**src/rtl/seg_approx_pkg.sv**
```systemverilog
package seg_approx_pkg;
   // number of slices for a given width and slice size
   function automatic int slice_count(input int width, input int blk);
      return width / blk;
   endfunction
endpackage

```
**src/rtl/sa_lookahead.sv**
```systemverilog
module sa_lookahead #(
   parameter int BLK = 4
) (
   input  logic [BLK-1:0] a_sl,
   input  logic [BLK-1:0] b_sl,
   output logic           gen_out
);
   logic [BLK-1:0] g_bit;
   logic [BLK-1:0] p_bit;

   assign g_bit = a_sl & b_sl;
   assign p_bit = a_sl ^ b_sl;

   // two-level sum of products: some bit generates and all above it propagate
   always_comb begin
      logic term;
      gen_out = 1'b0;
      for (int j = 0; j < BLK; j++) begin
         term = g_bit[j];
         for (int m = j + 1; m < BLK; m++) begin
            term = term & p_bit[m];
         end
         gen_out = gen_out | term;
      end
   end
endmodule

```
**src/rtl/sa_ripple_slice.sv**
```systemverilog
module sa_ripple_slice #(
   parameter int BLK = 4
) (
   input  logic [BLK-1:0] a_sl,
   input  logic [BLK-1:0] b_sl,
   input  logic           c_in,
   output logic [BLK-1:0] s_sl,
   output logic           c_out
);
   logic [BLK:0] chain;

   assign chain[0] = c_in;

   for (genvar j = 0; j < BLK; j++) begin : g_bit
      assign s_sl[j]      = a_sl[j] ^ b_sl[j] ^ chain[j];
      assign chain[j + 1] = (a_sl[j] & b_sl[j]) | (chain[j] & (a_sl[j] ^ b_sl[j]));
   end

   assign c_out = chain[BLK];

   always_comb begin
      assert_slice_sum_R1 : assert ({c_out, s_sl} ==
         ({1'b0, a_sl} + {1'b0, b_sl} + {{BLK{1'b0}}, c_in}))
         else $error("slice sum mismatch");
   end
endmodule

```
**src/rtl/seg_approx_adder.sv**
```systemverilog
module seg_approx_adder #(
   parameter int WIDTH     = 16,
   parameter int BLK       = 4,
   parameter int GUARD     = 1,
   parameter bit CARRY_OUT = 1'b1
) (
   input  logic [WIDTH-1:0] a_in,
   input  logic [WIDTH-1:0] b_in,
   output logic [WIDTH-1:0] sum_out,
   output logic             carry_out
);
   import seg_approx_pkg::*;

   localparam int NB    = slice_count(WIDTH, BLK);
   localparam int LOWG  = NB - GUARD;
   localparam int GBITS = GUARD * BLK;

   // parameter legality
   if ((WIDTH % BLK) != 0) begin : g_bad_div
      $error("WIDTH must be a multiple of BLK (R8)");
   end
   if (GUARD < 1 || GUARD > NB) begin : g_bad_guard
      $error("GUARD must lie in 1..WIDTH/BLK (R8)");
   end

   logic [NB-1:0] sl_cin;
   logic [NB-1:0] sl_cout;
   logic [NB:0]   sl_gen;

   assign sl_gen[NB] = 1'b0;

   for (genvar i = 0; i < NB; i++) begin : g_slice
      // carry selection per slice kind
      if (i == 0) begin : g_first
         assign sl_cin[i] = 1'b0;
      end else if (i <= LOWG) begin : g_pred
         assign sl_cin[i] = sl_gen[i-1];
      end else begin : g_chain
         assign sl_cin[i] = sl_cout[i-1];
      end

      // predictors only where an upper slice consumes them
      if (i < LOWG) begin : g_la
         sa_lookahead #(.BLK(BLK)) u_la (
            .a_sl    (a_in[i*BLK +: BLK]),
            .b_sl    (b_in[i*BLK +: BLK]),
            .gen_out (sl_gen[i])
         );
      end else begin : g_no_la
         assign sl_gen[i] = 1'b0;
      end

      sa_ripple_slice #(.BLK(BLK)) u_rs (
         .a_sl  (a_in[i*BLK +: BLK]),
         .b_sl  (b_in[i*BLK +: BLK]),
         .c_in  (sl_cin[i]),
         .s_sl  (sum_out[i*BLK +: BLK]),
         .c_out (sl_cout[i])
      );

      if (i >= 1 && i <= LOWG) begin : g_chk_pred
         always_comb begin
            if (!(sl_cin[i-1] && (&(a_in[(i-1)*BLK +: BLK] ^ b_in[(i-1)*BLK +: BLK])))) begin
               assert_pred_carry_R2 : assert (sl_cin[i] == sl_cout[i-1])
                  else $error("predicted carry differs without a long chain");
            end
         end
      end
   end

   if (CARRY_OUT) begin : g_cout
      assign carry_out = sl_cout[NB-1];
   end else begin : g_nocout
      assign carry_out = 1'b0;
   end

   logic [BLK:0]   low_exact;
   logic [GBITS:0] guard_exact;
   logic [WIDTH:0] full_exact;

   assign low_exact   = {1'b0, a_in[BLK-1:0]} + {1'b0, b_in[BLK-1:0]};
   assign guard_exact = {1'b0, a_in[WIDTH-1 -: GBITS]} + {1'b0, b_in[WIDTH-1 -: GBITS]}
                        + {{GBITS{1'b0}}, sl_cin[LOWG]};
   assign full_exact  = {1'b0, a_in} + {1'b0, b_in};

   always_comb begin
      assert_first_slice_R3 : assert (sum_out[BLK-1:0] == low_exact[BLK-1:0])
         else $error("first slice not exact");
      assert_guard_chain_R4 : assert ({sl_cout[NB-1], sum_out[WIDTH-1 -: GBITS]} == guard_exact)
         else $error("guard region not chained");
      if (!CARRY_OUT) begin
         assert_cout_off_R7 : assert (carry_out == 1'b0)
            else $error("carry_out active while disabled");
      end
      if (GUARD == NB) begin
         assert_full_exact_R5 : assert ({sl_cout[NB-1], sum_out} == full_exact)
            else $error("fully guarded adder not exact");
      end
   end
endmodule

```
**config.mk**
```make
export PLATFORM = sky130hd
export DESIGN_NAME = seg_approx_adder
export DESIGN_NICKNAME = d
export VERILOG_FILES = /design/src/rtl/seg_approx_pkg.sv /design/src/rtl/sa_lookahead.sv /design/src/rtl/sa_ripple_slice.sv /design/src/rtl/seg_approx_adder.sv
export SDC_FILE = /design/constraint.sdc
export NUM_CORES = 1
export LEC_CHECK = 0
export BUFFER_PORTS_ARGS = -buffer_cell sky130_fd_sc_hd__buf_2
export CAP_MARGIN = 20
export CELL_PAD_IN_SITES_DETAIL_PLACEMENT = 0
export CELL_PAD_IN_SITES_GLOBAL_PLACEMENT = 1
export CORE_MARGIN = 5
export CORE_UTILIZATION = 30
export DETAILED_ROUTE_END_ITERATION = 6
export PLACE_DENSITY = 0.92
export SYNTH_ARGS = -nofsm -noshare
export SYNTH_HDL_FRONTEND = slang
export SYNTH_SLANG_ARGS = --single-unit
```
**constraint.sdc**
```tcl
create_clock -name vclk -period 4.67
set_input_delay 0.7005 -clock vclk [all_inputs]
set_output_delay 0.7005 -clock vclk [all_outputs]
set_load 0.05 [all_outputs]
```
# Word-level counts from Yosys, hierarchy flattened
# Index checks and enable logic that the tools add are counted.
dict set report totals {
  regBits 0
  input_bits 32
  out_inout_bits 17
  wordCells 101
}
dict set report classes {
  bitwise 101
}
# op n
set ops {}
lappend ops {{1-bit bitwise AND} 43}
lappend ops {{1-bit bitwise XOR} 31}
lappend ops {{1-bit bitwise OR} 21}
lappend ops {{4-bit bitwise AND} 3}
lappend ops {{4-bit bitwise XOR} 3}

# Logic depth before layout (Yosys ltp)
dict set report depth {
  depth_word 15
  depth_mapped 10
  ltp_nobuf 10
}

# Modules after synthesis
# Synthesis repeated with hierarchy kept, for this count alone.
dict set report hier_totals {
  cells_unflattened 81
  hier_area_um2 680.7
}
# module instances cells_per_inst area_each_um2 seq_area_each_um2
set modules_own_cells {}
lappend modules_own_cells {sa_ripple_slice 4 14 117.6 0.0}
lappend modules_own_cells {sa_lookahead 3 8 68.8 0.0}
lappend modules_own_cells {seg_approx_adder 1 1 3.8 0.0}

# Worst setup path before layout
# No wires, ideal clock.
dict set report synth_timing {
  kind {input -> output}
  startpoint {input port a_in[1]}
  endpoint {output port sum_out[7]}
  t_arrival_ps 3009
  required_time_ps 3970
  setup_slack_ps 960
  stages 9
  n_path_buf 0
  path_cell_list {ha_1 ha_1 o21ai_0 o2bb2ai_1 fa_1 fa_1 inv_1 fa_1 xor2_1}
}
dict set report synth_via {
  elab_chain_cells 14
  word_cells_on_any_way 17
  classes_between {bitwise: 17}
}
# element line
set synth_lines {}
lappend synth_lines {{start: declaration} seg_approx_adder.sv:7} ;# input logic [WIDTH-1:0] a_in,
lappend synth_lines {{4-bit bitwise XOR} sa_lookahead.sv:12} ;# assign p_bit = a_sl ^ b_sl;
lappend synth_lines {{1-bit bitwise AND (3 in series)} sa_lookahead.sv:21} ;# term = term & p_bit[m];
lappend synth_lines {{1-bit bitwise OR (*) (3 in series)} sa_lookahead.sv:23} ;# gen_out = gen_out | term;
lappend synth_lines {{1-bit bitwise AND (*)} sa_ripple_slice.sv:16} ;# assign chain[j + 1] = (a_sl[j] & b_sl[j]) | (chain[j] & (a_sl[j] ^ b_sl[j]));
lappend synth_lines {{1-bit bitwise OR (*)} sa_ripple_slice.sv:16}
lappend synth_lines {{1-bit bitwise AND (*)} sa_ripple_slice.sv:16}
lappend synth_lines {{1-bit bitwise OR (*)} sa_ripple_slice.sv:16}
lappend synth_lines {{1-bit bitwise AND (*)} sa_ripple_slice.sv:16}
lappend synth_lines {{1-bit bitwise OR (*)} sa_ripple_slice.sv:16}
lappend synth_lines {{1-bit bitwise XOR (*)} sa_ripple_slice.sv:15} ;# assign s_sl[j] = a_sl[j] ^ b_sl[j] ^ chain[j];
lappend synth_lines {{end: declaration} seg_approx_adder.sv:9} ;# output logic [WIDTH-1:0] sum_out,
# Mark *: on every way between the ends. The rest lies on a longest branch, timed or not.

# Worst setup path after layout
dict set report layout_timing {
  startpoint {input port a_in[11]}
  endpoint {output port sum_out[15]}
}
dict set report layout_via {
  elab_chain_cells 12
  word_cells_on_any_way 15
  classes_between {bitwise: 15}
}
# element line
set layout_lines {}
lappend layout_lines {{4-bit bitwise XOR} sa_lookahead.sv:12}
lappend layout_lines {{1-bit bitwise AND} sa_lookahead.sv:21}
lappend layout_lines {{1-bit bitwise OR (2 in series)} sa_lookahead.sv:23}
lappend layout_lines {{1-bit bitwise OR (*)} sa_lookahead.sv:23}
lappend layout_lines {{1-bit bitwise AND (*)} sa_ripple_slice.sv:16}
lappend layout_lines {{1-bit bitwise OR (*)} sa_ripple_slice.sv:16}
lappend layout_lines {{1-bit bitwise AND (*)} sa_ripple_slice.sv:16}
lappend layout_lines {{1-bit bitwise OR (*)} sa_ripple_slice.sv:16}
lappend layout_lines {{1-bit bitwise AND (*)} sa_ripple_slice.sv:16}
lappend layout_lines {{1-bit bitwise OR (*)} sa_ripple_slice.sv:16}
lappend layout_lines {{1-bit bitwise XOR (*)} sa_ripple_slice.sv:15}
# Marked as above.

==> results.sh <==
export IMPL_status="completed"
export IMPL_antenna_found_initial=0
export IMPL_irDropWorstVdd_uv=104.7
export IMPL_clock_buffers=0
export IMPL_seqPwrFrac_pct=0
export IMPL_max_slew_margin_rel_pct=83.10
export IMPL_dieHeight_um=54.23
export IMPL_fin_ws_ps=835.2
export IMPL_num_io_pins=49
export IMPL_drt_wl_total_mm=1.332
export IMPL_cp_top_family="adder cells"
export IMPL_synth_nets=122
export IMPL_seq_area_um2=0
export IMPL_wl_met3_um=215
export IMPL_report_final_slew_viol_count=0
export IMPL_yosysTopAreaCell="fa_1"
export IMPL_drive_above_1_share_pct=42.98
export IMPL_grt_pass1_wl_mm=2.042
export IMPL_arrival_ps=3130
export IMPL_cp_start_kind="primary input"
export IMPL_initial_core_util_pct=30.53
export IMPL_grt_setup_unrepaired="no"
export IMPL_dieArea_um2=2940
export IMPL_whs_ps=1835
export IMPL_synth_area_leaders="fa_1, ha_1, inv_1"
export IMPL_synth_distinct_cells=10
export IMPL_crit_chain="buf_2, ha_1, nand2_1, o21a_1, fa_1, fa_1, inv_1, fa_1, inv_1, fa_1, inv_1, buf_2"
export IMPL_path_class="primary input to output pin"
export IMPL_cp_end_kind="output pin"
export IMPL_min_path_type="primary input to output pin"
export IMPL_fin_crit_ps=3835
export IMPL_diodes=0
export IMPL_netlist_instances=65
export IMPL_swShare_pct=73.83
export IMPL_core_area_um2=1922
export IMPL_hpwl_mm=1.345
export IMPL_setup_viol=0
export IMPL_nets=173
export IMPL_power_density_nw_per_um2=229.7
export IMPL_post_route_util_pct=45.05
export IMPL_cp_slowest_cell="fa_1"
export IMPL_gr_total_overflow=0
export IMPL_portBuffers=49
export IMPL_max_cap_viol_count=0
export IMPL_power_leakage_uw=0.0005524
export IMPL_fp_dieW_um=54.23
export IMPL_seq_cells=0
export IMPL_avgViaCountPerCell=4.085
export IMPL_worst_endpoint_required_ps=3970
export IMPL_dr_max_layer_used="met3"
export IMPL_cts_resized=0
export IMPL_synth_most_common_cell="inv_1"
export IMPL_fmax_ghz=0.2608
export IMPL_syn_to_final_growth_pct=47.55
export IMPL_first_iter_violations=0
export IMPL_finalCritPeriodShare_pct=82.12
export IMPL_finalHoldViolCount=0
export IMPL_grt_total_usage_pct=8.869
export IMPL_worst_path_most_repeated_cell="fa_1"
export IMPL_cts_setup_buffers=0
export IMPL_vias=576
export IMPL_place_ws_ps=823.3
export IMPL_worst_pin_slew_ps=255.3
export IMPL_drtPass1Iterations=1
export IMPL_grt_pass1_vias=567
export IMPL_syn_cell_area_um2=586.8
export IMPL_crit_buf_inv=5
export IMPL_wl_met1_um=467
export IMPL_fin_tns_setup_ps=0
export IMPL_route_met2_wl_um=649
export IMPL_ys_seq_area_share_pct=0
export IMPL_num_rows=16
export IMPL_p_sw_uw=146.9
export IMPL_clockPowerShare_pct=0
export IMPL_drc=0
export IMPL_p_comb_share_pct=100.0
export IMPL_yosysWarnings=0
export IMPL_routabilityCongestion=0.6300
export IMPL_power_internal_uw=52.05
export IMPL_grt_max_degree=4
export IMPL_postRouteAntennaNets=0
export IMPL_wire_per_inst_um=9.447
export IMPL_synth_common_cells="inv_1, ha_1, fa_1, a21oi_1, xor2_1"
export IMPL_critPathMaxStageDelay_ps=430
export IMPL_total_power_uw=198.9
export IMPL_cp_max_fo=3
export IMPL_avgSynthCellArea_um2=9.028
export IMPL_ctsHoldBuffers=0
export IMPL_synth_top_area_share_pct=40.94
## worst paths after layout
| path | startpoint | to | cells after the start |
|---|---|---|---|
| worst min-delay path | b_in[0] | sum_out[0] | 3 |
| worst max-delay path | a_in[11] | sum_out[15] | 12 |
## power groups by stage
stage	clock, uW	combinational [uW]	sequential [uW]
final	0	199	0
after global routing	0	217	0
after CTS	0	203	0
after detailed placement	0	203	0
after global placement	0	198	0
after floorplan	0	156	0
## tightest hold or removal path, delay by kind of cell
| family | cells | cell delay [ps] |
|---|---|---|
| buffers and inverters | 2 | 330 |
| adder cells (fa/ha/maj) | 1 | 100 |
## kinds of logic after synthesis
family	count (synthesis)	synth area share [%]
xor+xnor	3	4.478
buf+inv	26	16.63
fa+ha+maj	25	68.66
simple gates	3	1.919
compound gates	8	8.314
## area by class of cell
class	count	area, um^2
Fill cell	207	1056
Multi-Input combinational cell	39	489.2
Timing Repair Buffer	49	245.2
Inverter	26	97.59
Tap cell	27	33.78
## placed cells by master (no fill, tap or decap)
cell,n
fa_1,12
o21a_1,2
o2bb2ai_1,1
xor2_1,3
ha_1,13
a21oi_1,4
inv_1,26
nand2_1,2
nor2_1,1
buf_2,49
o21ai_0,1
## layer usage
metal | vias up | track usage [%]
li1 | 286 | -
met1 | 253 | 10.48
met2 | 37 | 17.33
met3 | 0 | 1.635
met4 | 0 | 0
met5 | - | 0
## stage by stage
step,cell area (um^2),instances
2_1_floorplan,586.8,65
3_3_place_gp,865.8,141
3_5_place_dp,865.8,141
4_1_cts,865.8,141
5_1_grt,865.8,141
6_report,865.8,141
Note: power is estimated with default switching activity, not from simulation.
